===== config.mk =====
export PLATFORM = sky130hd
export DESIGN_NAME = phase_gate_guard
export DESIGN_NICKNAME = d
export VERILOG_FILES = /design/src/rtl/gg_pkg.sv /design/src/rtl/gg_sync.sv /design/src/rtl/gg_filter.sv /design/src/rtl/gg_ctrl.sv /design/src/rtl/gg_datapath.sv /design/src/rtl/phase_gate_guard.sv
export SDC_FILE = /design/constraint.sdc
export NUM_CORES = 1
export LEC_CHECK = 0
export BUFFER_PORTS_ARGS = -buffer_cell sky130_fd_sc_hd__buf_2
export CAP_MARGIN = 40
export CORE_MARGIN = 5
export CORE_UTILIZATION = 35
export CTS_CLUSTER_DIAMETER = 150
export CTS_CLUSTER_SIZE = 10
export DETAILED_ROUTE_END_ITERATION = 12
export PLACE_DENSITY = 0.51
export SYNTH_ARGS = -nofsm -noshare
export SYNTH_HDL_FRONTEND = slang
export SYNTH_SLANG_ARGS = --single-unit

===== constraint.sdc =====
create_clock -name clk -period 5.3 [get_ports clk]
set_input_delay 1.06 -clock clk [delete_from_list [all_inputs] [get_ports clk]]
set_output_delay 1.06 -clock clk [all_outputs]
set_load 0.02 [all_outputs]

===== src/rtl/gg_pkg.sv =====
package gg_pkg;
  localparam int PHASES = 3;

  typedef struct packed {
    logic              gateKill;
    logic [PHASES-1:0] hiBlock;
  } guardStrobe_t;
endpackage


===== src/rtl/gg_sync.sv =====
module gg_sync #(
  parameter int WIDTH  = 1,
  parameter int STAGES = 2
) (
  input  logic             clk,
  input  logic             rstN,
  input  logic [WIDTH-1:0] din,
  output logic [WIDTH-1:0] dout
);
  logic [STAGES-1:0][WIDTH-1:0] pipe;

  always_ff @(posedge clk or negedge rstN) begin
    if (!rstN) begin
      pipe <= '0;
    end else begin
      pipe[0] <= din;
      for (int k = 1; k < STAGES; k++) pipe[k] <= pipe[k-1];
    end
  end

  assign dout = pipe[STAGES-1];
endmodule


===== src/rtl/gg_filter.sv =====
module gg_filter #(
  parameter int HOLD = 4
) (
  input  logic clk,
  input  logic rstN,
  input  logic fIn,
  output logic fOut
);
  generate
    if (HOLD <= 1) begin : g_pass
      always_ff @(posedge clk or negedge rstN) begin
        if (!rstN) fOut <= 1'b0;
        else       fOut <= fIn;
      end
    end else begin : g_count
      localparam int CW = $clog2(HOLD);
      logic [CW-1:0] cnt;
      always_ff @(posedge clk or negedge rstN) begin
        if (!rstN) begin
          fOut <= 1'b0;
          cnt  <= '0;
        end else if (fIn == fOut) begin
          cnt <= '0;
        end else if (cnt == CW'(HOLD - 1)) begin
          fOut <= fIn;
          cnt  <= '0;
        end else begin
          cnt <= cnt + 1'b1;
        end
      end
    end
  endgenerate

  // the filtered level only moves to a value the input is showing
  a_r10_settled_change: assert property (@(posedge clk) disable iff (!rstN)
    (fOut != $past(fOut)) |-> (fOut == $past(fIn)));
endmodule


===== src/rtl/gg_ctrl.sv =====
module gg_ctrl
  import gg_pkg::*;
#(
  parameter int REC_CYC = 8000000
) (
  input  logic              clk,
  input  logic              rstN,
  input  logic              ocSync,
  input  logic              mainUvSync,
  input  logic [PHASES-1:0] hsUvSync,
  input  logic [PHASES-1:0] hiFilt,
  output guardStrobe_t      strobe,
  output logic              faultN
);
  localparam int RW = (REC_CYC > 1) ? $clog2(REC_CYC) : 1;

  logic          ocFault;
  logic [RW-1:0] recCnt;
  logic [PHASES-1:0] hsBlock;

  // overcurrent fault with self-clearing recovery window
  always_ff @(posedge clk or negedge rstN) begin
    if (!rstN) begin
      ocFault <= 1'b0;
      recCnt  <= '0;
    end else if (ocSync) begin
      ocFault <= 1'b1;
      recCnt  <= '0;
    end else if (ocFault) begin
      if (recCnt == RW'(REC_CYC - 1)) begin
        ocFault <= 1'b0;
        recCnt  <= '0;
      end else begin
        recCnt <= recCnt + 1'b1;
      end
    end
  end

  // per-phase upper-supply block, released only with a low command
  generate
    for (genvar i = 0; i < PHASES; i++) begin : g_hs
      always_ff @(posedge clk or negedge rstN) begin
        if (!rstN)             hsBlock[i] <= 1'b0;
        else if (hsUvSync[i])  hsBlock[i] <= 1'b1;
        else if (!hiFilt[i])   hsBlock[i] <= 1'b0;
      end

      // a block survives while the upper command stays high
      a_r9_hold_block: assert property (@(posedge clk) disable iff (!rstN)
        (hsBlock[i] && hiFilt[i]) |=> hsBlock[i]);
    end
  endgenerate

  assign strobe.gateKill = ocFault | ocSync | mainUvSync;
  assign strobe.hiBlock  = hsBlock | hsUvSync;
  assign faultN          = ~ocFault;

  // overcurrent drives the pad low on the next cycle
  a_r4_fault_on_oc: assert property (@(posedge clk) disable iff (!rstN)
    ocSync |=> !faultN);

  // the pad is never released in the cycle right after an overcurrent
  a_r5_quiet_release: assert property (@(posedge clk) disable iff (!rstN)
    $rose(faultN) |-> !$past(ocSync));
endmodule


===== src/rtl/gg_datapath.sv =====
module gg_datapath
  import gg_pkg::*;
(
  input  logic              clk,
  input  logic              rstN,
  input  logic [PHASES-1:0] hiFilt,
  input  logic [PHASES-1:0] loFilt,
  input  guardStrobe_t      strobe,
  output logic [PHASES-1:0] hiGate,
  output logic [PHASES-1:0] loGate
);
  logic [PHASES-1:0] hiNext, loNext, allowMask;

  always_comb begin
    allowMask = {PHASES{~strobe.gateKill}};
    hiNext    = hiFilt & ~loFilt & ~strobe.hiBlock & allowMask;
    loNext    = loFilt & ~hiFilt & allowMask;
  end

  always_ff @(posedge clk or negedge rstN) begin
    if (!rstN) begin
      hiGate <= '0;
      loGate <= '0;
    end else begin
      hiGate <= hiNext;
      loGate <= loNext;
    end
  end

  // never both switches of one phase
  a_r3_no_shoot_through: assert property (@(posedge clk) disable iff (!rstN)
    (hiGate & loGate) == '0);

  // any kill strobe empties every gate one cycle later
  a_r7_kill_all: assert property (@(posedge clk) disable iff (!rstN)
    strobe.gateKill |=> (hiGate == '0 && loGate == '0));

  // blocked upper switches stay off
  a_r8_upper_blocked: assert property (@(posedge clk) disable iff (!rstN)
    (strobe.hiBlock != '0) |=> ((hiGate & $past(strobe.hiBlock)) == '0));

  // lower gates follow a lower-only command when nothing kills them
  a_r2_lower_follows: assert property (@(posedge clk) disable iff (!rstN)
    !strobe.gateKill |=> (loGate == $past(loFilt & ~hiFilt)));
endmodule


===== src/rtl/phase_gate_guard.sv =====
module phase_gate_guard
  import gg_pkg::*;
#(
  parameter int SYNC_STAGES = 2,
  parameter int FILT_CYC    = 200,
  parameter int REC_CYC     = 8000000
) (
  input  logic       clk,
  input  logic       rstN,
  input  logic [2:0] hiCmd,
  input  logic [2:0] loCmd,
  input  logic       ocFlag,
  input  logic       mainUvFlag,
  input  logic [2:0] hsUvFlag,
  output logic [2:0] hiGate,
  output logic [2:0] loGate,
  output logic       faultN
);
  localparam int CMD_W  = 2 * PHASES;
  localparam int SYNC_W = CMD_W + 2 + PHASES;

  logic [SYNC_W-1:0] rawIn, syncOut;
  logic [CMD_W-1:0]  cmdSync, cmdFilt;
  logic              ocSync, mainUvSync;
  logic [PHASES-1:0] hsUvSync;
  guardStrobe_t      strobe;

  assign rawIn = {hsUvFlag, mainUvFlag, ocFlag, loCmd, hiCmd};

  gg_sync #(.WIDTH(SYNC_W), .STAGES(SYNC_STAGES)) uSync (
    .clk(clk), .rstN(rstN), .din(rawIn), .dout(syncOut)
  );

  assign cmdSync    = syncOut[CMD_W-1:0];
  assign ocSync     = syncOut[CMD_W];
  assign mainUvSync = syncOut[CMD_W+1];
  assign hsUvSync   = syncOut[SYNC_W-1:CMD_W+2];

  generate
    for (genvar g = 0; g < CMD_W; g++) begin : g_filt
      gg_filter #(.HOLD(FILT_CYC)) uFilt (
        .clk(clk), .rstN(rstN), .fIn(cmdSync[g]), .fOut(cmdFilt[g])
      );
    end
  endgenerate

  gg_ctrl #(.REC_CYC(REC_CYC)) uCtrl (
    .clk(clk), .rstN(rstN),
    .ocSync(ocSync), .mainUvSync(mainUvSync), .hsUvSync(hsUvSync),
    .hiFilt(cmdFilt[PHASES-1:0]),
    .strobe(strobe), .faultN(faultN)
  );

  gg_datapath uData (
    .clk(clk), .rstN(rstN),
    .hiFilt(cmdFilt[PHASES-1:0]), .loFilt(cmdFilt[CMD_W-1:PHASES]),
    .strobe(strobe),
    .hiGate(hiGate), .loGate(loGate)
  );
endmodule


; ---- After elaboration in Yosys (flattened, before gate mapping)
; Index checks and enable logic that the tools add are counted.
[op_classes]
bitwise = 19
addsub = 7
n_mux = 24
n_reduce_logical = 7
eq_ne = 16
[ops]
columns = cell, n
row1 = 8-bit 2-to-1 mux, 12
row2 = 23-bit 2-to-1 mux, 3
row3 = 8-bit by 1-bit adder with 8-bit output (second input constant), 6
row4 = 8-bit == test (second input constant), 6
row5 = 23-bit by 1-bit adder with 23-bit output (second input constant), 1
row6 = 23-bit == test (second input constant), 1
row7 = 3-bit AND, 5
row8 = 2-bit AND reduction, 6
row9 = 1-bit 2-to-1 mux, 9
row10 = 3-bit inverter, 3
row11 = 1-bit inverter, 8
row12 = 1-bit == test, 6
row13 = 2-bit != test (second input constant), 3
row14 = 3-bit OR, 1
row15 = 1-bit OR, 2
row16 = 2-bit nonzero test, 1
[totals]
word_cells = 94
in_bits = 13
regBits = 109
out_inout_bits = 7

; ---- Longest topological paths before layout
[logic_depth]
word_depth = 4
ltp_mapped = 7
depth_no_buf = 6

; ---- Cells and area by module
; Synthesis repeated with hierarchy kept, for this count alone.
[unflattened]
hier_cells = 448
area_unflattened_um2 = 5017.3
[by_module_without_submodules]
columns = mod, cells_each, n_inst, area_per_inst_um2, seq_area_each_um2
row1 = gg_filter, 42, 6, 451.7, 225.2
row2 = gg_ctrl, 151, 1, 1456.4, 675.6
row3 = gg_sync, 33, 1, 633.1, 550.5
row4 = gg_datapath, 12, 1, 217.7, 150.1

; ---- Worst setup path after synthesis
; No wires, ideal clock.
[synth_path]
path_kind = flip-flop to flip-flop
from = reg uCtrl.recCnt[15]
to = reg uCtrl.recCnt[18]
t_required_ns = 5.179
synth_period_minus_slack_ns = 2.030
path_buffers = 1
setup_time_ns = 0.121
arrival_ns = 1.909
slack_ns = 3.270
path_stages_with_launch = 7
cell_sequence = dfrtp_1 -> or4b_4 -> nor4_4 -> a311oi_4 -> buf_6 -> a21o_1 -> a22o_1
[synth_via]
elab_chain_cells = 4
elab_cells_between_ends = 5
cone_classes = add/sub: 1 / eq/ne: 1 / mux: 3
[synth_lines]
columns = element, line_no
row1 = from (decl), gg_ctrl.sv:18  ; logic [RW-1:0] recCnt;
row2 = from (signal assigned), gg_ctrl.sv:34  ; recCnt <= recCnt + 1'b1;
row3 = 23-bit by 1-bit adder with 23-bit output or 23-bit == test (tied branches), "gg_ctrl.sv:34, gg_ctrl.sv:30"
row4 = 23-bit 2-to-1 mux *, gg_ctrl.sv:30  ; if (recCnt == RW'(REC_CYC - 1)) begin
row5 = 23-bit 2-to-1 mux *, gg_ctrl.sv:29  ; end else if (ocFault) begin
row6 = 23-bit 2-to-1 mux *, gg_ctrl.sv:26  ; end else if (ocSync) begin
; Every way passes the cells marked *; elsewhere a longest branch is shown, timed or not. The select of a mux whose other input is x is not followed.
; A chain may end at the register's enable or synchronous reset.

; ---- Final worst setup path
[layout_path]
from = reg uCtrl.recCnt[0]
to = reg uCtrl.recCnt[12]
; The elaborated chain is that of the path after synthesis.

==> summary.txt <==
Status
  • Result of the run: complete, no violations

Worst setup path
  • Critical path required time: 5.54 ns
  • Worst Path Arrival: 2.55 ns
  • Slowest stage cell, crit path: a311oi_4
  • Delay-heaviest family, CP: compound AO/OA/AOI/OAI gates
  • Slowest Stage Delay on Critical Path: 0.50 ns
  • Startpoint Class: flop
  • Crit Path Max Fanout: 27
  • Crit end category: flop
  • Worst path bufs/invs: 2
  • Worst Setup Path Type: flop to flop
  • Worst path cell trace: ha_1, inv_1, nor2_1, a311oi_4, buf_4, a41oi_1, a211oi_1

CTS
  • PostCTS Resize Cnt: 0
  • Htree depth: 3
  • Clock Tree Root: clkbuf_16
  • CTS sink cnt: 109
  • Hold_buf cts: 0
  • Clock Latency Late Sink: 0.34 ns
  • Setup Buffers After CTS: 0
  • Clk buf depth: 2
  • Reg clk slew, reported paths: 0.07 ns
  • Num CTS Buffers: 9
  • CTS tree: done

Floorplan
  • Num rows: 41
  • Core Box Area: 12800 um2
  • Total die area: 15500 um2
  • Ports: 20
  • Chip height: 125 um
  • Width of the die: 125 um
  • Starting density of the core: 36.0%

Routing
  • Total number of vias: 2919
  • DRC violations left: 0
  • Vias per std cell: 4.87
  • Drt total wl: 7820 um
  • Final ANT Viol Nets: 0
  • Avg WL per Cell: 13.0 um
  • Pre-Repair DR Iteration Count: 4
  • Initial DRC Count: 155

Logic synthesis
  • Xor/xnor share of the synthesized area: 8.57%
  • Post-synthesis sequential area ratio: 59.3%
  • Most used flip-flop cell after synthesis: dfrtp_1
  • Seq cells post-synth: 109
  • Avg Inst Size Synth: 11.5 um2
  • Synth Area in Compound Gates: 6.55%
  • EDFF count, synth: 0
  • Ys Warns: 0
  • Yosys top cell area share: 59.3%
  • Largest cells by area after synthesis: dfrtp_1 59%, xor2_1 5.5%, nor2_1 4.2%
  • Syn_nets: 421
  • Cell taking the most area after synthesis: dfrtp_1
  • Post-Synth Simple-Gate Area: 20.0%
  • Cells after Synth: 401
  • Multiplexer share of the synthesized area: 2.15%
  • Post-Syn Area: 4600 um2
  • Yosys cell types: 42
  • Adder-Cell Fraction of Synth Area: 1.90%
  • Post-synth ARST share: 100%
  • Main combinational cell family by area after synthesis: simple AND/OR/NAND/NOR gates

Timing
  • Setup TNS: 0 ns
  • Final Hold Viols: 0
  • Fmax: 434 MHz
  • Worst-case clock skew: 0.00400 ns
  • Post-layout minimum cycle time: 2.30 ns
  • Rel. slew slack: 42.1%
  • RSZ-0062 raised after global routing: false
  • Setup Viol. Count Final: 0
  • Fin crit share: 43.5%
  • Least-Margin Pin Slew: 0.861 ns
  • Max-slew violations: 0

GRT
  • Initial antenna violation count: 0
  • Gr ovfl total: 0
  • First-pass GRT wire length: 14000 um
  • Largest net degree at the start of global routing: 58
  • Tot GR Track Use: 10.8%
  • Vias in the first global route: 2948

Layout
  • Fin nets: 443
  • Number of diodes: 0
  • Layout fillers: 1221
  • Area growth from synthesis to layout: 13.1%
  • Final standard cell area without fillers: 5200 um2
  • Layout cells sized above 1: 12.6%

Pwr
  • Pwr/cell area: 308 nW/um2
  • Leak pwr: 0.00241 uW
  • Peak supply drop: 0.000136 V

Placement
  • IO buf count: 19
  • Gpl congestion: 0.772
  • Placed Area: 4910 um2
  • Placed wire-length estimate: 5310 um

Run
  • Maxcap violations: 0

Worst hold path
  • Worst Hold Class: flop to flop
worst paths after layout:
check / depth (start not counted) / end / slack, ns / startpoint
setup / recovery: 7 / uCtrl.recCnt[12] / 3.00 / uCtrl.recCnt[0]
hold reg to reg: 0 / uSync.dout[2] / 0.35 / uSync.pipe[2]
min in group asynchronous: 1 / g_filt[4].uFilt.g_count.cnt[6] / 0.60 / rstN
max in group asynchronous: 2 / uCtrl.recCnt[6] / 3.99 / rstN
setup reg to reg: 7 / uCtrl.recCnt[12] / 3.00 / uCtrl.recCnt[0]
hold / removal: 0 / uSync.dout[2] / 0.35 / uSync.pipe[2]
placed cells by master, fill, tap and decap left out, drive strengths merged, types with 8 or more instances in the layout:
cell	n
dfrtp	109
xnor2	16
a31oi	14
inv	8
xor2	29
nor4	11
nand2	16
nand3	31
nor2	51
and3	16
buf	22
clkbuf	11
nand4	12
a21oi	12
layout make-up:
| cell class | count | area [um2] | area share (%) |
|---|---|---|---|
| Clock buffer | 11 | 253 | 4.86 |
| Clock inverter | 5 | 42.5 | 0.818 |
| Tap cell | 172 | 215 | 4.14 |
| Multi-Input combinational cell | 275 | 1800 | 34.6 |
| Sequential cell | 109 | 2730 | 52.4 |
| Timing Repair Buffer | 22 | 140 | 2.69 |
| Inverter | 6 | 22.5 | 0.433 |
registers in the layout, indices dropped and copies added, names as in the netlist:
register,cells
g_filt.uFilt.fOut,6
g_filt.uFilt.g_count.cnt,48
uCtrl.hsBlock,3
uCtrl.ocFault,1
uCtrl.recCnt,23
uData.hiGate,3
uData.loGate,3
uSync.dout,11
uSync.pipe,11
stage by stage:
stage / utilization [%] / total power (uW) / instances / setup WS (ns) / hold slack [ns]
3_5_place_dp: 38.4 / 973 / 584 / 2.99 / 0.336
5_1_grt: 40.7 / 1680 / 600 / 2.81 / 0.355
2_1_floorplan: - / 936 / 401 / 3.27 / 0.331
6_report: 40.7 / 1600 / 600 / 3.00 / 0.348
4_1_cts: 40.7 / 1630 / 600 / 2.97 / 0.351
3_3_place_gp: 38.2 / 969 / 583 / 3.00 / 0.336
Yosys cell counts, types with 7 or more instances:
| master | n |
|---|---|
| dfrtp_1 | 109 |
| ha_1 | 7 |
| nand3_1 | 31 |
| xor2_1 | 29 |
| nand2_1 | 16 |
| and3_1 | 16 |
| nor2_1 | 51 |
| a31oi_1 | 14 |
| nand4_1 | 12 |
| nor4_1 | 8 |
| clkbuf_1 | 9 |
| xnor2_1 | 16 |
| a21oi_1 | 12 |
| mux2_2 | 7 |
report_power, final:
part / internal (uW) / switching, uW / total [uW] / leakage, uW
clock: 350 / 295 / 646 / 0.000148
combinational: 29.1 / 42.8 / 71.9 / 0.000821
sequential: 860 / 22.4 / 882 / 0.00144
cells by family (layout without fill, tap and decap cells):
logic type,count (synthesis),in the layout
and+or+nand+nor,171,171
adders and majority gates,7,7
DFF,109,109
buffers and inverters,17,44
muxes,9,9
xor gates and xnor gates,45,45
AOI/OAI and AO/OA,43,43
metal layers:
metal | global-route usage, % | wire [um] | up-vias
met3 | 3.17 | 262 | 9
met2 | 17.0 | 3660 | 50
met4 | 3.42 | 88 | 0
met1 | 14.4 | 3810 | 1404
met5 | 0 | 0 | -
li1 | - | - | 1456
Power figures use the tool's default switching activity.
